===== config.mk =====
export PLATFORM = sky130hd
export DESIGN_NAME = kbd_cmd_tx
export DESIGN_NICKNAME = d
export VERILOG_FILES = /design/src/rtl/kbd_tx_pkg.sv /design/src/rtl/kbd_tx_tick.sv /design/src/rtl/kbd_tx_sync.sv /design/src/rtl/kbd_tx_timer.sv /design/src/rtl/kbd_cmd_tx.sv
export SDC_FILE = /design/constraint.sdc
export NUM_CORES = 1
export LEC_CHECK = 0
export ABC_AREA = 0
export BUFFER_PORTS_ARGS = -buffer_cell sky130_fd_sc_hd__buf_2
export CORE_ASPECT_RATIO = 0.5
export CORE_MARGIN = 2
export CORE_UTILIZATION = 35
export DETAILED_ROUTE_END_ITERATION = 6
export SYNTH_ARGS = -nofsm -noshare
export SYNTH_HDL_FRONTEND = slang
export SYNTH_HIERARCHICAL = 1
export SYNTH_SLANG_ARGS = --single-unit

===== constraint.sdc =====
create_clock -name clk -period 5.5 [get_ports clk]
set_input_delay 1.1 -clock clk [delete_from_list [all_inputs] [get_ports clk]]
set_output_delay 1.1 -clock clk [all_outputs]
set_load 0.005 [all_outputs]

===== src/rtl/kbd_tx_pkg.sv =====
package kbd_tx_pkg;

  typedef enum logic [2:0] {
    ST_READY, ST_REQ, ST_WHI, ST_WLO, ST_STOP_HI, ST_REL, ST_ACK
  } tx_state_e;

  localparam logic [3:0] LAST_BIT = 4'd8;

  function automatic logic odd_parity(input logic [7:0] b);
    return ~(^b);
  endfunction

  function automatic logic [7:0] step_code(input tx_state_e st, input logic [3:0] idx);
    logic [7:0] c;
    unique case (st)
      ST_REQ:     c = 8'h30;
      ST_WHI:     c = (idx == LAST_BIT) ? 8'h34 : (8'h40 | {5'd0, idx[2:0]});
      ST_WLO:     c = (idx == LAST_BIT) ? 8'h35 : (8'h48 | {5'd0, idx[2:0]});
      ST_STOP_HI: c = 8'h34;
      ST_REL:     c = 8'h36;
      ST_ACK:     c = 8'h36;
      default:    c = 8'h00;
    endcase
    return c;
  endfunction

endpackage


===== src/rtl/kbd_tx_tick.sv =====
module kbd_tx_tick #(
  parameter int DIV = 50
) (
  input  logic clk,
  input  logic rst_n,
  output logic tick
);
  generate
    if (DIV <= 1) begin : g_pass
      assign tick = 1'b1;
    end else begin : g_div
      localparam int CW = $clog2(DIV);
      logic [CW-1:0] cnt_q;
      always_ff @(posedge clk or negedge rst_n) begin
        if (!rst_n)                       cnt_q <= '0;
        else if (cnt_q == CW'(DIV - 1))   cnt_q <= '0;
        else                              cnt_q <= cnt_q + 1'b1;
      end
      assign tick = (cnt_q == CW'(DIV - 1));

      assert_tick_spacing_R12: assert property (@(posedge clk) disable iff (!rst_n)
        tick |=> !tick);
    end
  endgenerate
endmodule


===== src/rtl/kbd_tx_sync.sv =====
module kbd_tx_sync #(
  parameter int W = 2
) (
  input  logic         clk,
  input  logic         rst_n,
  input  logic [W-1:0] din,
  output logic [W-1:0] dout
);
  generate
    for (genvar i = 0; i < W; i++) begin : g_bit
      logic meta_q, stab_q;
      always_ff @(posedge clk or negedge rst_n) begin
        if (!rst_n) begin
          meta_q <= 1'b1;
          stab_q <= 1'b1;
        end else begin
          meta_q <= din[i];
          stab_q <= meta_q;
        end
      end
      assign dout[i] = stab_q;
    end
  endgenerate
endmodule


===== src/rtl/kbd_tx_timer.sv =====
module kbd_tx_timer #(
  parameter int TW = 9
) (
  input  logic          clk,
  input  logic          rst_n,
  input  logic          restart,
  input  logic          tick,
  input  logic [TW-1:0] limit,
  output logic          expired
);
  logic [TW-1:0] cnt_q;

  assign expired = (cnt_q >= limit);

  always_ff @(posedge clk or negedge rst_n) begin
    if (!rst_n)                 cnt_q <= '0;
    else if (restart)           cnt_q <= '0;
    else if (tick && !expired)  cnt_q <= cnt_q + 1'b1;
  end

  assert_cnt_bounded_R12: assert property (@(posedge clk) disable iff (!rst_n)
    (!restart && $past(!restart)) |-> (cnt_q <= limit));
endmodule


===== src/rtl/kbd_cmd_tx.sv =====
module kbd_cmd_tx
  import kbd_tx_pkg::*;
#(
  parameter int TICK_DIV   = 50,
  parameter int REQ_TICKS  = 300,
  parameter int STEP_TICKS = 100
) (
  input  logic       clk,
  input  logic       rst_n,
  input  logic       cmd_valid,
  input  logic [7:0] cmd_byte,
  input  logic       inhibit_req,
  input  logic       kb_clk_in,
  input  logic       kb_dat_in,
  output logic       kb_clk_drive_low,
  output logic       kb_dat_drive_low,
  output logic       busy,
  output logic       done,
  output logic       error,
  output logic [7:0] err_code
);
  localparam int TMAX = (REQ_TICKS > STEP_TICKS) ? REQ_TICKS : STEP_TICKS;
  localparam int TW   = $clog2(TMAX + 1);

  tx_state_e  state_q, state_d;
  logic [3:0] idx_q, idx_d;
  logic [8:0] sh_q, sh_d;
  logic       dlow_q, dlow_d;
  logic       done_q, done_d, err_q, err_d;
  logic [7:0] code_q, code_d;

  logic          tick, expired, step_go, to_fail;
  logic [1:0]    lines_s;
  logic          clk_s, dat_s;
  logic [TW-1:0] limit;

  kbd_tx_tick #(.DIV(TICK_DIV)) u_tick (.clk(clk), .rst_n(rst_n), .tick(tick));

  kbd_tx_sync #(.W(2)) u_sync (
    .clk(clk), .rst_n(rst_n), .din({kb_clk_in, kb_dat_in}), .dout(lines_s));
  assign clk_s = lines_s[1];
  assign dat_s = lines_s[0];

  assign limit   = (state_q == ST_REQ) ? TW'(REQ_TICKS) : TW'(STEP_TICKS);
  assign step_go = (state_d != state_q) || (state_q == ST_READY);

  kbd_tx_timer #(.TW(TW)) u_timer (
    .clk(clk), .rst_n(rst_n), .restart(step_go), .tick(tick),
    .limit(limit), .expired(expired));

  always_comb begin
    state_d = state_q;
    idx_d   = idx_q;
    sh_d    = sh_q;
    dlow_d  = dlow_q;
    code_d  = code_q;
    done_d  = 1'b0;
    err_d   = 1'b0;
    to_fail = 1'b0;
    unique case (state_q)
      ST_READY: if (cmd_valid) begin
        sh_d    = {odd_parity(cmd_byte), cmd_byte};
        idx_d   = '0;
        code_d  = '0;
        dlow_d  = 1'b0;
        state_d = ST_REQ;
      end
      ST_REQ: begin
        if (dat_s)        state_d = ST_WHI;
        else if (expired) to_fail = 1'b1;
      end
      ST_WHI: begin
        if (clk_s) begin
          dlow_d  = ~sh_q[0];
          state_d = ST_WLO;
        end else if (expired) to_fail = 1'b1;
      end
      ST_WLO: begin
        if (!clk_s) begin
          sh_d = sh_q >> 1;
          if (idx_q == LAST_BIT) state_d = ST_STOP_HI;
          else begin
            idx_d   = idx_q + 1'b1;
            state_d = ST_WHI;
          end
        end else if (expired) to_fail = 1'b1;
      end
      ST_STOP_HI: begin
        if (clk_s) begin
          dlow_d  = 1'b0;
          state_d = ST_REL;
        end else if (expired) to_fail = 1'b1;
      end
      ST_REL: begin
        if (dat_s)        state_d = ST_ACK;
        else if (expired) to_fail = 1'b1;
      end
      ST_ACK: begin
        if (!dat_s) begin
          done_d  = 1'b1;
          code_d  = '0;
          state_d = ST_READY;
        end else if (expired) to_fail = 1'b1;
      end
      default: state_d = ST_READY;
    endcase
    if (to_fail) begin
      err_d   = 1'b1;
      code_d  = step_code(state_q, idx_q);
      dlow_d  = 1'b0;
      state_d = ST_READY;
    end
  end

  always_ff @(posedge clk or negedge rst_n) begin
    if (!rst_n) begin
      state_q <= ST_READY;
      idx_q   <= '0;
      sh_q    <= '0;
      dlow_q  <= 1'b0;
      done_q  <= 1'b0;
      err_q   <= 1'b0;
      code_q  <= '0;
    end else begin
      state_q <= state_d;
      idx_q   <= idx_d;
      sh_q    <= sh_d;
      dlow_q  <= dlow_d;
      done_q  <= done_d;
      err_q   <= err_d;
      code_q  <= code_d;
    end
  end

  assign kb_clk_drive_low = (state_q == ST_REQ) || ((state_q == ST_READY) && inhibit_req);
  assign kb_dat_drive_low = dlow_q;
  assign busy             = (state_q != ST_READY);
  assign done             = done_q;
  assign error            = err_q;
  assign err_code         = code_q;

  assert_idle_released_R1: assert property (@(posedge clk) disable iff (!rst_n)
    (!busy && !inhibit_req) |-> (!kb_clk_drive_low && !kb_dat_drive_low));
  assert_inhibit_data_free_R2: assert property (@(posedge clk) disable iff (!rst_n)
    (!busy && inhibit_req) |-> !kb_dat_drive_low);
  assert_request_shape_R3: assert property (@(posedge clk) disable iff (!rst_n)
    $rose(busy) |-> (kb_clk_drive_low && !kb_dat_drive_low));
  assert_bit_held_R4: assert property (@(posedge clk) disable iff (!rst_n)
    (state_q == ST_WLO && $past(state_q) == ST_WLO) |-> $stable(kb_dat_drive_low));
  assert_done_code_zero_R5: assert property (@(posedge clk) disable iff (!rst_n)
    done |-> (err_code == 8'h00));
  assert_error_code_set_R6: assert property (@(posedge clk) disable iff (!rst_n)
    error |-> (err_code != 8'h00));
  assert_result_exclusive_R10: assert property (@(posedge clk) disable iff (!rst_n)
    !(done && error));
  assert_end_reported_R10: assert property (@(posedge clk) disable iff (!rst_n)
    $fell(busy) |-> (done || error));
endmodule


==> results.py <==
metrics = {
    "placed_design": {
        "place_area_um2": 2830,
        "place_hpwl_um": 3750,
        "gp_congestion": 0.964,
        "place.port_buffers": 25,
    },
    "timing": {
        "rsz0062_at_grt": "no",
        "worst_pin_slew_ns": 1.01,
        "finalCritPeriodShare_pct": 73.9,
        "fin_setup_tns_ns": 0,
        "fin_crit_ns": 4.07,
        "drv_slew": 0,
        "slew_headroom_pct": 32.7,
        "clock.fmax_ghz": 0.246,
        "holdWs_ns": 0.356,
        "finalSetupViolations": 0,
        "hold_viol_final": 0,
        "fin_worst_skew_ns": 0.00692,
    },
    "grt": {
        "grt.busiest_layer": "met2",
        "grt_pass1_wl_um": 9000,
        "grt_pass1_vias": 1990,
        "met1_usage_pct": 16.6,
        "grt_max_degree": 45,
        "grtUsageMet3_pct": 3.18,
        "overflow": 0,
        "use_met2_pct": 22.9,
        "grt_use_total_pct": 13.5,
        "antenna_found_initial": 0,
    },
    "hold_path": {
        "hold_path_class": "reg2reg",
    },
    "floorplan": {
        "pin_count": 27,
        "core_area_um2": 7350,
        "fp.dieH_um": 65.8,
        "rows": 22,
        "fp.dieW_um": 128,
        "initial_core_util_pct": 36.3,
        "dieArea_um2": 8390,
    },
    "finish": {
        "final_area_um2": 3020,
        "fin_nets": 327,
        "seq_area_um2": 1110,
        "drive_gt1_share_pct": 17.3,
        "syn2layout_area_growth_pct": 13.0,
        "diodes": 0,
        "multiInputGateArea_um2": 1410,
        "nFillCells": 697,
    },
    "worst_setup_path": {
        "worstPathRequired_ns": 5.67,
        "critPathMaxStageDelay_ns": 0.69,
        "crit_arrival_ns": 4.24,
        "cpMaxStageDelayCell": "o221ai_1",
        "crit_path_end_kind": "flip-flop",
        "crit_chain": "nor2_1 > nand2_1 > inv_1 > inv_1 > ha_1 > and3_4 > nand4_1 > o21ai_1 > buf_4 > or2b_1 > nand2_1 > a31oi_1 > a211o_1 > a21oi_1 > o221ai_1 > nor2_1 > mux2_2",
        "path_buf_inv": 3,
        "critical_path.top_delay_family": "compound AO/OA/AOI/OAI gates",
        "crit_type": "reg2reg",
        "crit_fanout": 20,
        "cp-start-kind": "flip-flop",
    },
    "synthesis": {
        "ys_types": 63,
        "synth_top_area_cell": "dfrtp_1",
        "yosys_most_used_dff": "dfrtp_1",
        "synth-edff-count": 0,
        "netlist_instances": 278,
        "ys_warn_count": 6,
        "ys_ff_latch": 44,
        "yosys-top-cells-area": "dfrtp_1 37%, ha_1 6.6%, dfstp_2 3.9%",
        "synth_top_area_share_pct": 37.5,
        "postSynthAreaPerCell_um2": 9.60,
        "synth_most_common_cell": "dfrtp_1",
        "yosysSeqAreaShare_pct": 41.4,
        "syn_area_um2": 2670,
        "synthTopCellsByCount": "40 x dfrtp_1, 28 x nand2_1, 16 x inv_1",
        "async_flop_share_pct": 100,
    },
    "power": {
        "ir_drop_uv": 132,
        "cellLeakagePower_uw": 0.00143,
        "power_density_nw_per_um2": 381,
        "power.total_uw": 1150,
    },
    "clocking": {
        "clockBufferDepth": 2,
        "h-tree-depth": 2,
        "post_cts_resized": 0,
        "clkSlewWorstSetupHoldPaths_ns": 0.06,
        "cts_made_buffers": 5,
        "cts_hold_buffers": 0,
        "cts_tree": "built",
        "cts-root-buf": "clkbuf_16",
        "post-cts-setup-buffers": 0,
        "clock_sinks": 44,
        "insertion_delay_ns": 0.29,
    },
    "routing": {
        "wl_per_cell_um": 13.3,
        "wl_um": 5280,
        "antenna_left": 0,
        "dr_total_vias": 2074,
        "drc": 0,
        "firstDrtPassIters": 4,
        "viasPerCell": 5.24,
        "drtIter0Drc": 103,
    },
    "job": {
        "drv_cap": 0,
    },
    "run_status": {
        "outcome": "complete, no violations",
    },
}
-- metrics by stage --
stage / util [%] / cells / setup WS [ns]
after floorplan: - / 283 / 1.78
after global placement: 38.6 / 388 / 1.68
after detailed placement: 38.6 / 388 / 1.46
after CTS: 41.0 / 396 / 1.44
after global routing: 41.0 / 396 / 1.07
final: 41.0 / 396 / 1.43
-- registers in the layout, summed over array words and instances (netlist names) --
register	flops
done	1
err_code	6
error	1
idx_q	4
kb_dat_drive_low	1
sh_q	9
state_q	3
u_sync/g_bit.meta_q	2
u_sync/g_bit.stab_q	2
u_tick/g_div.cnt_q	6
u_timer/cnt_q	9
-- final timing paths --
kind,startpoint,to,slack [ns],cells after the start
setup / recovery,state_q[2],u_timer/cnt_q[5],1.43,17
hold reg to reg,u_sync/g_bit[1].meta_q,u_sync/g_bit[1].stab_q,0.36,0
hold / removal,u_sync/g_bit[1].meta_q,u_sync/g_bit[1].stab_q,0.36,0
min in group asynchronous,rst_n,u_timer/cnt_q[7],0.98,1
setup reg to reg,state_q[2],u_timer/cnt_q[5],1.43,17
max in group asynchronous,rst_n,idx_q[3],3.89,1
-- report_power, final --
| part | switching, µW | internal (µW) | total (µW) |
|---|---|---|---|
| sequential | 68.2 | 377 | 445 |
| clock | 124 | 239 | 363 |
| combinational | 200 | 141 | 341 |
-- kinds of logic (layout without fill, tap and decap cells) --
group / Yosys count / in the layout / share of synthesized area (%)
and+or+nand+nor: 90 / 90 / 18.9
AOI/OAI and AO/OA: 70 / 70 / 18.2
DFF: 44 / 44 / 41.4
buffers and inverters: 35 / 52 / 6.56
adders and majority gates: 14 / 14 / 6.56
xor gates and xnor gates: 12 / 12 / 3.94
muxes: 11 / 11 / 4.17
other: 2 / 7 / 0.281
-- cell type report --
class | count | area share, %
well taps | 96 | 3.98
clock buffers | 7 | 5.06
repair buffers | 26 | 4.40
clock inverters | 1 | 0.995
flip-flops and latches | 44 | 36.7
multi-input cells | 204 | 46.7
inverters | 18 | 2.24
-- metal layers --
| metal | share of wire (%) | routed length (µm) |
|---|---|---|
| met2 | 47 | 2460 |
| met5 | 0 | 0 |
| met3 | 4.5 | 240 |
| met4 | 1.9 | 100 |
| met1 | 47 | 2480 |
-- cell usage in the layout (no fill, tap or decap), drive strengths merged, types with 2 or more instances in the layout --
cell type  count
nand2         29
a31oi          2
nand2b         2
a21o           5
ha            14
dfstp          4
conb           7
nor2          16
a211o          2
o21ai         21
and2           2
or3            5
a22o           4
nor3           3
inv           16
nand3b         2
o31ai          3
xor2           3
xnor2          9
a211oi         2
and3           6
clkinv         2
or4            2
a32o           4
nand3          8
dfrtp         40
nor2b          4
nand4          2
clkbuf         7
buf           26
o21a           2
mux2i         10
a21oi         16
and3b          2
No activity file was read; power rests on OpenSTA's default activity.
